`src/rtl/stag_pkg.sv`:
```
package stag_pkg;
  typedef enum logic {
    SEQ_IDLE = 1'b0,
    SEQ_RUN  = 1'b1
  } seq_state_e;
endpackage

```
`src/rtl/stag_trig.sv`:
```
// Trigger detection: blank edges in either direction, or a latch strobe while unblanked.
module stag_trig #(
  parameter int NCH = 16
) (
  input  logic           clk,
  input  logic           rst_n,
  input  logic [NCH-1:0] target_i,
  input  logic           blank_i,
  input  logic           latch_i,
  output logic           trig_o,
  output logic [NCH-1:0] goal_o
);
  logic blank_q;
  logic blank_chg;

  assign blank_chg = blank_i ^ blank_q;
  assign trig_o    = blank_chg | (latch_i & ~blank_i);
  assign goal_o    = target_i & ~{NCH{blank_i}};

  // reset to blanked so that an unblanked start is seen as an edge
  always_ff @(posedge clk or negedge rst_n) begin
    if (!rst_n) begin
      blank_q <= 1'b1;
    end else if (blank_chg) begin
      blank_q <= blank_i;
    end
  end
endmodule

```
`src/rtl/stag_seq.sv`:
```
// Group walker: one update pulse every STEP cycles, for NGRP groups.
module stag_seq
  import stag_pkg::*;
#(
  parameter int NGRP = 9,
  parameter int STEP = 1
) (
  input  logic                    clk,
  input  logic                    rst_n,
  input  logic                    trig_i,
  output logic [$clog2(NGRP)-1:0] grp_o,
  output logic                    apply_o,
  output logic                    busy_o
);
  localparam int GW = $clog2(NGRP);
  localparam int CW = (STEP > 1) ? $clog2(STEP) : 1;
  localparam logic [GW-1:0] LAST_GRP = GW'(NGRP - 1);
  localparam logic [CW-1:0] LAST_CNT = CW'(STEP - 1);

  seq_state_e    state_q, state_d;
  logic [GW-1:0] grp_q, grp_d;
  logic [CW-1:0] cnt_q, cnt_d;
  logic          apply;

  always_comb begin
    state_d = state_q;
    grp_d   = grp_q;
    cnt_d   = cnt_q;
    apply   = 1'b0;
    if (trig_i) begin
      state_d = SEQ_RUN;
      grp_d   = '0;
      cnt_d   = '0;
    end else if (state_q == SEQ_RUN) begin
      if (cnt_q == LAST_CNT) begin
        apply = 1'b1;
        cnt_d = '0;
        if (grp_q == LAST_GRP) begin
          state_d = SEQ_IDLE;
        end else begin
          grp_d = grp_q + 1'b1;
        end
      end else begin
        cnt_d = cnt_q + 1'b1;
      end
    end
  end

  always_ff @(posedge clk or negedge rst_n) begin
    if (!rst_n) begin
      state_q <= SEQ_IDLE;
      grp_q   <= '0;
      cnt_q   <= '0;
    end else if (trig_i || state_q == SEQ_RUN) begin
      state_q <= state_d;
      grp_q   <= grp_d;
      cnt_q   <= cnt_d;
    end
  end

  assign grp_o   = grp_q;
  assign apply_o = apply;
  assign busy_o  = (state_q == SEQ_RUN);
endmodule

```
`src/rtl/stag_mask.sv`:
```
// Decodes a group index into the channel bits it owns (mirror pairing).
module stag_mask #(
  parameter int NCH  = 16,
  parameter int NGRP = NCH / 2 + 1
) (
  input  logic [$clog2(NGRP)-1:0] grp_i,
  output logic [NCH-1:0]          mask_o
);
  localparam int GW = $clog2(NGRP);

  for (genvar c = 0; c < NCH; c++) begin : g_ch
    localparam int OWNER = (c <= NCH / 2) ? c : NCH - c;
    assign mask_o[c] = (grp_i == GW'(OWNER));
  end
endmodule

```
`src/rtl/stag_switch.sv`:
```
module stag_switch #(
  parameter int NCH  = 16,
  parameter int STEP = 1
) (
  input  logic           clk,
  input  logic           rst_n,
  input  logic [NCH-1:0] target_i,
  input  logic           blank_i,
  input  logic           latch_i,
  output logic [NCH-1:0] drive_o,
  output logic           busy_o
);
  localparam int NGRP = NCH / 2 + 1;
  localparam int GW   = $clog2(NGRP);

  logic           trig;
  logic [NCH-1:0] goal_in;
  logic [NCH-1:0] goal_q;
  logic [GW-1:0]  grp;
  logic           apply;
  logic [NCH-1:0] mask;
  logic [NCH-1:0] drive_q, drive_d;

  stag_trig #(.NCH(NCH)) u_trig (
    .clk      (clk),
    .rst_n    (rst_n),
    .target_i (target_i),
    .blank_i  (blank_i),
    .latch_i  (latch_i),
    .trig_o   (trig),
    .goal_o   (goal_in)
  );

  stag_seq #(.NGRP(NGRP), .STEP(STEP)) u_seq (
    .clk     (clk),
    .rst_n   (rst_n),
    .trig_i  (trig),
    .grp_o   (grp),
    .apply_o (apply),
    .busy_o  (busy_o)
  );

  stag_mask #(.NCH(NCH), .NGRP(NGRP)) u_mask (
    .grp_i  (grp),
    .mask_o (mask)
  );

  always_comb begin
    drive_d = (drive_q & ~mask) | (goal_q & mask);
  end

  always_ff @(posedge clk or negedge rst_n) begin
    if (!rst_n) begin
      goal_q <= '0;
    end else if (trig) begin
      goal_q <= goal_in;
    end
  end

  always_ff @(posedge clk or negedge rst_n) begin
    if (!rst_n) begin
      drive_q <= '0;
    end else if (apply) begin
      drive_q <= drive_d;
    end
  end

  assign drive_o = drive_q;
endmodule

```
`config.mk`:
```
export PLATFORM = sky130hd
export DESIGN_NAME = stag_switch
export DESIGN_NICKNAME = d
export VERILOG_FILES = /design/src/rtl/stag_pkg.sv /design/src/rtl/stag_trig.sv /design/src/rtl/stag_seq.sv /design/src/rtl/stag_mask.sv /design/src/rtl/stag_switch.sv
export SDC_FILE = /design/constraint.sdc
export NUM_CORES = 1
export LEC_CHECK = 0
export ABC_CLOCK_PERIOD_IN_PS = 3900
export BUFFER_PORTS_ARGS = -buffer_cell sky130_fd_sc_hd__buf_4
export CAP_MARGIN = 25
export CORE_ASPECT_RATIO = 1.25
export CORE_MARGIN = 8
export CORE_UTILIZATION = 50
export DETAILED_ROUTE_END_ITERATION = 8
export PLACE_DENSITY_LB_ADDON = 0.25
export SLEW_MARGIN = 40
export SYNTH_ARGS = -nofsm -noshare
export SYNTH_HDL_FRONTEND = slang
export SYNTH_SLANG_ARGS = --single-unit
```
`constraint.sdc`:
```
create_clock -name clk -period 3.9 [get_ports clk]
set_input_delay 0.195 -clock clk [delete_from_list [all_inputs] [get_ports clk]]
set_output_delay 0.195 -clock clk [all_outputs]
set_load 0.05 [all_outputs]
```
==> flow_results.org <==
** Floorplanning
- The floorplan has 23 rows.
- Placeable Area :: between 3000 and 4000 sq um
- In this run the count of I/O pins placed on the die edge is 37.
- The initial utilization of the core area, before any placement, comes to 0.5159.
- Die Wd :: 67.35 microns
- Measured along the y axis, the die boundary spans between 80 and 90 microns.
- The floorplan step defined a die boundary enclosing about 5400 sq um.

** Finish
- Fill cells in the final layout number 240.
- ANT cells :: 0
- Of the cells placed in the final design, the portion with a size suffix greater than 1 is 0.4037.
- Layout net count :: about 190
- Relative to the synthesized area, the layout overhead comes to 22.25%.

** Detailed routing
- The final route contains about 1100 vias.
- The count of nets left with antenna violations once routing finished came out at 0.
- Number of DRC markers in iteration 0 :: 68
- After detailed routing, the number of remaining DRC violations is 0.
- The first TritonRoute pass finished after 4 iterations.
- Vias per std cell :: ~5.6
- Routed length per placed instance :: between 15 and 20 microns
- Drt total wl :: between 3 and 4 mm

** Timing
- Final Hold Slack :: ~0.047 ns
- Of the available clock period, the critical path in the final layout requires 0.4306.
- For the pin with the worst max-slew slack, the measured transition is ~0.70 ns.
- Fmax :: 595.5 MHz
- Accumulated negative setup slack :: 0 ns
- The worst pin sits at a relative slew slack of 0.5304.
- Fin Clk Skew :: slightly above 0.006 ns
- Setup slack closes at roughly 2.2 ns.
- Slew Limit Fails :: 0
- The worst path needs about 1.7 ns of the cycle, external delays included.
- Final hold violation count :: 0
- Setup repair after global routing missed its margin :: no
- Setup-violating endpoint count in the final report :: 0

** Clock tree
- After clock tree synthesis, the clock-pin slew on the worst setup and hold paths is about 0.07 ns.
- CTS placed an instance of sky130_fd_sc_hd__clkbuf_8 at the clock tree root.
- Count of clock tree sinks :: 38
- Htree depth :: 2
- In this run the post-CTS setup repair buffer count came out at 0.
- Number of buffers created by CTS :: 5
- Number of buffers added to fix hold violations after cts :: 1
- Quantity of gates resized following cts :: 0
- TritonCTS built the clock tree.
- Worst-Skew Late Latency :: 0.29 ns
- Maximum number of buffers from clock root to sink :: 2

** Logic synthesis
- For this run, the number of Yosys warnings is 0.
- After technology mapping, the gate count stands at 125.
- Number of nets in the synthesized netlist :: around 150
- Each instance of the synthesized netlist takes up on average approximately 13 sq um.
- Counting flops with an async set or reset pin after synthesis yields a share of 1.000.
- Count of cell types in the netlist :: 30
- Number of enable flip-flop cells after synthesis :: 0
- The most used flip-flop cell after synthesis is sky130_fd_sc_hd__dfrtp_1.
- For this run, the register share of the synthesized area comes to 0.5778.
- Post-synthesis cell area :: between 1500 and 2000 sq um
- Synthesized flop and latch total :: 38

** Global routing
- The first global-routing pass estimated around 5.7 mm of wire.
- Number of antenna violations at the first check in global routing :: 0
- The total overflow left after global routing is 0.
- Total GRT Usage :: 0.1377
- Via count of the first global-routing pass :: about 1200
- Largest net degree at the start of global routing :: 39

** Critical path
- In this run the register-to-register setup slack is 2.22 ns.
- STA puts the critical path data required time at 4.07 ns.
- In this run the number of cells on the critical path is 5.
- Along the worst path, the maximum fanout reaches 7.
- For the worst setup path, the data arrival time is roughly 1.9 ns.
- CP Launch Type :: flip-flop
- Launching instance or port of the critical path :: u_seq.grp_o[0]
- Critical Path Slowest Stage Cell :: sky130_fd_sc_hd__dfrtp_1
- For this run, the slowest stage of the critical path takes between 0.4 and 0.5 ns.
- The startpoint identified for the worst register-to-register timing path is u_seq.grp_o[0].
- Ordered list of cells on the worst path :: inv_1 > ha_1 > nand3b_2 > a211oi_2 > mux2_1
- STA classifies the critical path endpoint as a flip-flop.
- Number of buffer and inverter stages on the critical path :: 1
- Largest delay share family, worst path :: flip-flops
- Worst reg2reg path depth :: 5
- By startpoint and endpoint, the worst setup path is classified as reg2reg.

** Flow run
- Across the run, the number of max-cap violations was 0.

** Place
- Count of buffers inserted at the top-level ports :: 36
- Detail Placement HPWL :: 2.563 mm
- Post-placement worst setup slack :: around 2.2 ns
- At the end of routability-driven placement, the weighted congestion stood at 0.7841.

** Run status
- Status :: finished clean

** Pwr
- For this design the ratio of total power to cell area is between 400 and 500 nW/um^2.
- Peak ir drop on the vdd network :: around 0.37 mV
- In this run the static leakage power is between 1 and 1.5 nW.

** Min path
- The tightest min-delay check is of the in2reg type.
-- Yosys cell counts (2+ instances only) --
| cell | count | area (sq um) |
|---|---|---|
| sky130_fd_sc_hd__mux2_2 | 15 | 168.9 |
| sky130_fd_sc_hd__inv_1 | 3 | 11.26 |
| sky130_fd_sc_hd__ha_1 | 4 | 50.05 |
| sky130_fd_sc_hd__buf_6 | 2 | 22.52 |
| sky130_fd_sc_hd__nor2_1 | 4 | 15.01 |
| sky130_fd_sc_hd__a21oi_1 | 5 | 25.02 |
| sky130_fd_sc_hd__nor4bb_1 | 4 | 40.04 |
| sky130_fd_sc_hd__nand4b_1 | 4 | 35.03 |
| sky130_fd_sc_hd__clkbuf_1 | 2 | 7.510 |
| sky130_fd_sc_hd__nand2_1 | 5 | 18.77 |
| sky130_fd_sc_hd__a22o_1 | 16 | 140.1 |
| sky130_fd_sc_hd__dfrtp_1 | 37 | 925.9 |
| sky130_fd_sc_hd__o21ai_0 | 4 | 20.02 |
| sky130_fd_sc_hd__buf_2 | 3 | 15.01 |
| sky130_fd_sc_hd__a21oi_2 | 2 | 17.52 |
-- logic make-up after synthesis --
family,synth area share
AOI/OAI and AO/OA,0.1397
xor gates and xnor gates,0.005316
adders and majority gates,0.03037
buffers and inverters,0.03417
DFF,0.5778
muxes,0.1093
and+or+nand+nor,0.1033
-- how the worst min path moves through the flow --
stage	cells past startpoint	startpoint	endpoint
after global routing	1	blank_i	u_trig.blank_q
after global placement	1	rst_n	async pin
final	1	blank_i	u_trig.blank_q
after floorplan	0	rst_n	async pin
after CTS	1	blank_i	u_trig.blank_q
after detailed placement	1	rst_n	u_seq.grp_o[2]
-- metrics by stage --
stage	util	cell area [sq um]	std cells	total power, W
after floorplan	-	1648	125	0.0005919
after global placement	0.6009	1919	191	0.0006604
after CTS	0.6306	2014	198	0.0009313
after global routing	0.6306	2014	198	0.0009625
after detailed placement	0.6016	1922	191	0.0006676
final	0.6306	2014	198	0.0009219
-- power by group --
part / leakage, nW / internal [W] / switching, W
clock network: 0.0431 / 0.000136 / 0.000127
registers: 0.497 / 0.000433 / 0.0000222
logic: 0.464 / 0.0000759 / 0.000127
-- per-layer routing --
layer | GRT usage | wire (microns)
met1 | 0.1645 | 1446
met2 | 0.2282 | 1874
met3 | 0.04729 | 157
met4 | 0.03774 | 18
met5 | 0 | 0
-- area by class of cell --
type,instances,area [sq um],area share
Sequential cell,38,952.2,0.4727
Tap cell,37,46.29,0.02298
Clock buffer,6,82.58,0.04099
Inverter,3,11.26,0.005590
Multi-Input combinational cell,77,641.9,0.3186
Timing Repair Buffer,37,280.3,0.1391
-- placed cells by master, fill, tap and decap left out --
| cell type | instances |
|---|---|
| sky130_fd_sc_hd__inv_1 | 3 |
| sky130_fd_sc_hd__nand2_2 | 1 |
| sky130_fd_sc_hd__dfstp_2 | 1 |
| sky130_fd_sc_hd__a211oi_2 | 1 |
| sky130_fd_sc_hd__a21o_1 | 1 |
| sky130_fd_sc_hd__nand4_1 | 1 |
| sky130_fd_sc_hd__dlygate4sd3_1 | 1 |
| sky130_fd_sc_hd__clkbuf_8 | 6 |
| sky130_fd_sc_hd__or3_1 | 1 |
| sky130_fd_sc_hd__xor2_1 | 1 |
| sky130_fd_sc_hd__nor3_1 | 1 |
| sky130_fd_sc_hd__nand3b_2 | 1 |
| sky130_fd_sc_hd__buf_4 | 36 |
| sky130_fd_sc_hd__nor4bb_1 | 4 |
| sky130_fd_sc_hd__and2_1 | 1 |
| sky130_fd_sc_hd__nand4b_1 | 4 |
| sky130_fd_sc_hd__a21oi_1 | 5 |
| sky130_fd_sc_hd__mux2_2 | 15 |
| sky130_fd_sc_hd__and3_1 | 1 |
| sky130_fd_sc_hd__nand2_1 | 5 |
| sky130_fd_sc_hd__or3b_2 | 1 |
| sky130_fd_sc_hd__nor2_1 | 3 |
| sky130_fd_sc_hd__nand3_1 | 1 |
| sky130_fd_sc_hd__ha_1 | 4 |
| sky130_fd_sc_hd__nor2_2 | 1 |
| sky130_fd_sc_hd__o21a_1 | 1 |
| sky130_fd_sc_hd__mux2_1 | 1 |
| sky130_fd_sc_hd__a22o_1 | 16 |
| sky130_fd_sc_hd__dfrtp_1 | 37 |
| sky130_fd_sc_hd__a21oi_2 | 2 |
| sky130_fd_sc_hd__o21ai_0 | 4 |
(Power assumes the default switching activity.)
